### src/rtl/dma_chan_pkg.sv
package dma_chan_pkg;
    localparam int DATA_W     = 32;
    localparam int CHAIN_W    = 4;
    localparam int EN_BIT     = 0;
    localparam int QUIET_BIT  = 1;
    localparam int CHAIN_LSB  = 2;
    localparam int RDCLR_BIT  = 6;
    localparam int WRCLR_BIT  = 7;
    localparam int IRQCLR_BIT = 8;
    localparam int FLAG_N     = 3;
    localparam int F_IRQ      = 0;
    localparam int F_RD       = 1;
    localparam int F_WR       = 2;

    typedef struct packed {
        logic               en;
        logic               quiet;
        logic [CHAIN_W-1:0] chain;
    } cfg_t;
endpackage

### src/rtl/dma_trig_decode.sv
module dma_trig_decode
    import dma_chan_pkg::*;
(
    input  logic              ctrl_we,
    input  logic              ctrl_trig,
    input  logic              trig_we,
    input  logic [DATA_W-1:0] trig_wdata,
    input  logic              chain_in,
    input  logic              en_eff,
    input  logic              busy,
    output logic              start,
    output logic              null_wr
);
    logic any_trig;

    always_comb begin
        null_wr  = trig_we && (trig_wdata == '0);
        any_trig = (ctrl_we && ctrl_trig) || (trig_we && !null_wr) || chain_in;
        start    = any_trig && en_eff && !busy;
    end
endmodule

### src/rtl/dma_xfer_seq.sv
module dma_xfer_seq #(
    parameter int CNT_W = 16
) (
    input  logic             clk,
    input  logic             rst_n,
    input  logic             start,
    input  logic [CNT_W-1:0] count_in,
    input  logic             xfer_done,
    input  logic             en,
    output logic             busy,
    output logic             xfer_req,
    output logic             complete
);
    typedef struct packed {
        logic             busy;
        logic [CNT_W-1:0] rem;
    } seq_t;

    seq_t s_d, s_q;

    always_comb begin
        s_d      = s_q;
        complete = 1'b0;
        if (s_q.busy && xfer_done) begin
            s_d.rem = s_q.rem - CNT_W'(1);
            if (s_q.rem == CNT_W'(1)) begin
                s_d.busy = 1'b0;
                complete = 1'b1;
            end
        end
        if (start) begin
            if (count_in == '0) begin
                complete = 1'b1;
            end else begin
                s_d.busy = 1'b1;
                s_d.rem  = count_in;
            end
        end
    end

    always_ff @(posedge clk or negedge rst_n) begin
        if (!rst_n) s_q <= '0;
        else        s_q <= s_d;
    end

    assign busy     = s_q.busy;
    assign xfer_req = s_q.busy & en;
endmodule

### src/rtl/dma_sticky_flags.sv
module dma_sticky_flags #(
    parameter int N = 3
) (
    input  logic         clk,
    input  logic         rst_n,
    input  logic [N-1:0] set,
    input  logic [N-1:0] clr,
    output logic [N-1:0] flag
);
    logic [N-1:0] flag_d, flag_q;

    for (genvar i = 0; i < N; i++) begin : g_bit
        always_comb flag_d[i] = set[i] | (flag_q[i] & ~clr[i]);
    end

    always_ff @(posedge clk or negedge rst_n) begin
        if (!rst_n) flag_q <= '0;
        else        flag_q <= flag_d;
    end

    assign flag = flag_q;
endmodule

### src/rtl/dma_chan_ctrl.sv
module dma_chan_ctrl
    import dma_chan_pkg::*;
#(
    parameter int CHAN_ID = 8,
    parameter int CNT_W   = 16
) (
    input  logic               clk,
    input  logic               rst_n,
    input  logic               ctrl_we,
    input  logic               ctrl_trig,
    input  logic [DATA_W-1:0]  ctrl_wdata,
    input  logic               trig_we,
    input  logic [DATA_W-1:0]  trig_wdata,
    input  logic               chain_in,
    input  logic [CNT_W-1:0]   count_in,
    input  logic               xfer_done,
    input  logic               rd_err_in,
    input  logic               wr_err_in,
    output logic               busy,
    output logic               xfer_req,
    output logic               chain_out,
    output logic [CHAIN_W-1:0] chain_dst,
    output logic               irq,
    output logic               rd_err,
    output logic               wr_err
);
    localparam logic [CHAIN_W-1:0] SELF_ID = CHAIN_W'(CHAN_ID);

    typedef struct packed {
        cfg_t cfg;
        logic chain_pulse;
    } top_t;

    top_t r_d, r_q;
    logic start_w, null_w, complete_w;
    logic [FLAG_N-1:0] flag_set, flag_clr, flag_q;

    dma_trig_decode u_trig (
        .ctrl_we    (ctrl_we),
        .ctrl_trig  (ctrl_trig),
        .trig_we    (trig_we),
        .trig_wdata (trig_wdata),
        .chain_in   (chain_in),
        .en_eff     (r_d.cfg.en),
        .busy       (busy),
        .start      (start_w),
        .null_wr    (null_w)
    );

    dma_xfer_seq #(.CNT_W(CNT_W)) u_seq (
        .clk       (clk),
        .rst_n     (rst_n),
        .start     (start_w),
        .count_in  (count_in),
        .xfer_done (xfer_done),
        .en        (r_q.cfg.en),
        .busy      (busy),
        .xfer_req  (xfer_req),
        .complete  (complete_w)
    );

    always_comb begin
        r_d = r_q;
        if (ctrl_we) begin
            r_d.cfg.en    = ctrl_wdata[EN_BIT];
            r_d.cfg.quiet = ctrl_wdata[QUIET_BIT];
            r_d.cfg.chain = ctrl_wdata[CHAIN_LSB +: CHAIN_W];
        end
        r_d.chain_pulse = complete_w && (r_d.cfg.chain != SELF_ID);

        flag_set        = '0;
        flag_clr        = '0;
        flag_set[F_IRQ] = (complete_w && !r_d.cfg.quiet) || (null_w && r_d.cfg.quiet);
        flag_set[F_RD]  = rd_err_in;
        flag_set[F_WR]  = wr_err_in;
        flag_clr[F_IRQ] = ctrl_we && ctrl_wdata[IRQCLR_BIT];
        flag_clr[F_RD]  = ctrl_we && ctrl_wdata[RDCLR_BIT];
        flag_clr[F_WR]  = ctrl_we && ctrl_wdata[WRCLR_BIT];
    end

    always_ff @(posedge clk or negedge rst_n) begin
        if (!rst_n) begin
            r_q.cfg.en      <= 1'b0;
            r_q.cfg.quiet   <= 1'b0;
            r_q.cfg.chain   <= SELF_ID;
            r_q.chain_pulse <= 1'b0;
        end else begin
            r_q <= r_d;
        end
    end

    dma_sticky_flags #(.N(FLAG_N)) u_flags (
        .clk   (clk),
        .rst_n (rst_n),
        .set   (flag_set),
        .clr   (flag_clr),
        .flag  (flag_q)
    );

    assign chain_out = r_q.chain_pulse;
    assign chain_dst = r_q.cfg.chain;
    assign irq       = flag_q[F_IRQ];
    assign rd_err    = flag_q[F_RD];
    assign wr_err    = flag_q[F_WR];
endmodule

### config.mk
export PLATFORM = sky130hd
export DESIGN_NAME = dma_chan_ctrl
export DESIGN_NICKNAME = d
export VERILOG_FILES = /design/src/rtl/dma_chan_pkg.sv /design/src/rtl/dma_trig_decode.sv /design/src/rtl/dma_xfer_seq.sv /design/src/rtl/dma_sticky_flags.sv /design/src/rtl/dma_chan_ctrl.sv
export SDC_FILE = /design/constraint.sdc
export NUM_CORES = 1
export LEC_CHECK = 0
export ABC_CLOCK_PERIOD_IN_PS = 3050
export CAP_MARGIN = 10
export CORE_ASPECT_RATIO = 1.75
export CORE_UTILIZATION = 29
export DETAILED_ROUTE_END_ITERATION = 6
export PLACE_DENSITY_LB_ADDON = 0.15
export SYNTH_ARGS = -nofsm -noshare
export SYNTH_HDL_FRONTEND = slang
export SYNTH_SLANG_ARGS = --single-unit
### constraint.sdc
create_clock -name clk -period 3.05 [get_ports clk]
set_clock_uncertainty 0.2 [all_clocks]
set_input_delay 0.915 -clock clk [delete_from_list [all_inputs] [get_ports clk]]
set_output_delay 0.915 -clock clk [all_outputs]
set_load 0.05 [all_outputs]
==> summary.txt <==
Drt
  – Mean routed wirelength per cell: 13.9 microns
  – Drt pass-1 iters: 3
  – Detailed Route WL: 4240 microns
  – Post-route ant nets: 0
  – DRC Markers: 0
  – Iter 0 DRT Violations: 43
  – DR vias/cell: 4.68
  – Via Count: 1424

Finish
  – Layout cells sized above 1: 20.0%
  – ANT cells: 0
  – P&R area growth vs syn: 57.1%
  – Final net count: 322

Synth
  – Sequential-to-total area share from yosys stat: 41.6%
  – Post-synth EDFFs: 0
  – Fraction of registers with async set/reset: 100%
  – Synth area leader: dfrtp_1
  – Area contributors post-synth: dfrtp_1 40%, mux2_4 9.2%, mux2_2 8.3%
  – Synth Warn #: 0
  – Netlist cell types: 38
  – Post-Synthesis Cells: 144
  – Top FF cell, synth: dfrtp_1
  – Mapped Nets: 235
  – Average size of a mapped cell: 11.3 sq um
  – Synth Cell Area: 1630 sq um
  – Register bit total from synthesis: 27
  – Yosys top cell area share: 40.0%

CTS
  – Clock sink count: 27
  – Clock-pin slew on the worst setup and hold paths: 100 ps
  – Total CTS buffers: 3
  – CTS resizes: 0
  – H-tree depth: 1
  – Max clock buf depth: 2
  – Hold_buf cts: 0
  – Clk_lat worst skew: 270 ps
  – Setup Fix Bufs, Post-CTS: 0
  – Clock tree from TritonCTS: built
  – Clock root cell: clkbuf_8

STA
  – Final worst slack: 156 ps
  – Slew headroom: 64.7%
  – RSZ-0062 raised after global routing: false
  – Period utilization: 94.9%
  – Hold violation count in the final report: 0
  – Worst hold slack: 283 ps
  – Worst Tran Pin Value: 528 ps
  – Max Freq: 346 MHz
  – Final-report setup violation count: 0
  – Slew Limit Fails: 0
  – Crit path time final: 2890 ps

Job
  – Max-cap viol count: 0

Die
  – Io pins: 99
  – Die W: 58.6 microns
  – Core region area: 5340 sq um
  – Initial Util: 30.5%
  – Die Ht: 101 microns
  – Die area: 5930 sq um
  – Row count: 35

Power
  – Static Leakage: 1.01 nW
  – PwrDens: 565 nW/um^2
  – VDD IR max: 0.346 mV

Global route
  – Overflow after GRT: 0
  – Largest net degree at the start of global routing: 28
  – First-pass GRT wire length: 6980 microns
  – Number of global-route vias before repair: 1584
  – GRT Total Usage: 15.6%
  – Initial antenna violation count: 0

Place
  – Final GP Congestion: 0.777
  – Worst slack, placed: -76.6 ps
  – Final HPWL DP: 3480 microns
  – PortBufs: 75

Critical path
  – Crit path max fanout: 9
  – Setup Crit Path Kind: reg2out
  – Worst Setup End Kind: output port
  – Worst setup SP type: flip-flop
  – Req. time, crit path: 1930 ps
  – CP arrival: 1780 ps

Status
  – Run status: finished clean

Hold path
  – Hold WC Path Type: reg2reg
## state kept, by name, summed over array words and instances, names as in the netlist
register	flops
r_q	2
u_seq.s_q	16
u_seq.busy	1
chain_out	1
u_flags.flag	3
chain_dst	4
## Yosys cell counts (all sizes together) (2+ instances only)
cell type / instances
dfrtp: 26
nand3: 3
o21ai: 3
nand4: 3
inv: 2
mux2: 22
xor2: 7
ha: 2
nand2: 9
or4: 3
nor3: 4
buf: 7
a21o: 4
xnor2: 7
nor2: 5
and2: 2
a32oi: 2
or3: 3
nor4: 16
## cell type report
class	instances	area, sq um
Clock buffer	3	41.3
Clock inverter	1	7.51
Fill cell	543	2790
Inverter	2	7.51
Multi-Input combinational cell	108	876
Sequential cell	27	677
Tap cell	74	92.6
Timing Repair Buffer	89	856
## through the flow
stage / instance area [sq um] / instances / setup TNS [ps] / power (mW) / util, %
global route: 2560 / 304 / 0 / 1.55 / 47.9
floorplan: 1630 / 144 / 0 / 1.03 / -
global placement: 2510 / 300 / -431 / 1.23 / 47.0
detailed placement: 2510 / 300 / -679 / 1.24 / 47.0
finish: 2560 / 304 / 0 / 1.44 / 47.9
CTS: 2560 / 304 / 0 / 1.46 / 47.9
## report_power, final
group	switching [mW]	internal (mW)
Sequential	0.134	0.481
Clock	0.118	0.0928
Combinational	0.232	0.385
Total	0.485	0.959
## path summary, 6_finish.rpt
kind	start	end	slack, ps	cells after the start
hold reg to reg	u_flags.flag[1]$_DFF_PN0_	u_flags.flag[1]$_DFF_PN0_	280	1
max in group asynchronous	rst_n	chain_dst[3]$_DFF_PN1_	1540	2
setup / recovery	u_seq.busy$_DFF_PN0_	xfer_req	160	2
hold / removal	u_flags.flag[1]$_DFF_PN0_	u_flags.flag[1]$_DFF_PN0_	280	1
min in group asynchronous	rst_n	chain_dst[1]$_DFF_PN0_	810	2
setup reg to reg	u_seq.s_q[3]$_DFF_PN0_	u_seq.s_q[8]$_DFF_PN0_	790	5
## critical path: stages (launching register included)
cell and delay [ps]:
dfrtp_1 500, and2_1 180, clkdlybuf4s50_1 820
## cell families after synthesis
group                      after synthesis  share of synthesized area [%]
buffers and inverters                    9                           4.61
and+or+nand+nor                         56                           21.0
muxes                                   22                           17.5
AOI/OAI and AO/OA                       14                           6.23
xor gates and xnor gates                14                           7.53
DFF                                     27                           41.6
adders and majority gates                2                           1.54
## per-layer routing
metal  routed length [microns]  global-route usage, %  vias up
li1                          -                      -      703
met1                      1520                   14.7      669
met2                      2440                   32.2       46
met3                       202                   2.31        6
met4                        76                   5.31        0
met5                         0                      0        -
## placed cells by master (no fill, tap or decap), drive strengths merged, types with 2 or more instances in the layout
cell | synthesis | final
a21o | 4 | 4
a32oi | 2 | 2
and2 | 2 | 2
buf | 7 | 14
clkbuf | 0 | 3
clkdlybuf4s50 | 0 | 75
dfrtp | 26 | 26
ha | 2 | 2
inv | 2 | 2
mux2 | 22 | 22
nand2 | 9 | 9
nand3 | 3 | 3
nand4 | 3 | 3
nor2 | 5 | 5
nor3 | 4 | 4
nor4 | 16 | 16
o21ai | 3 | 3
or3 | 3 | 3
or4 | 3 | 3
xnor2 | 7 | 7
xor2 | 7 | 7
(Power assumes the default switching activity.)
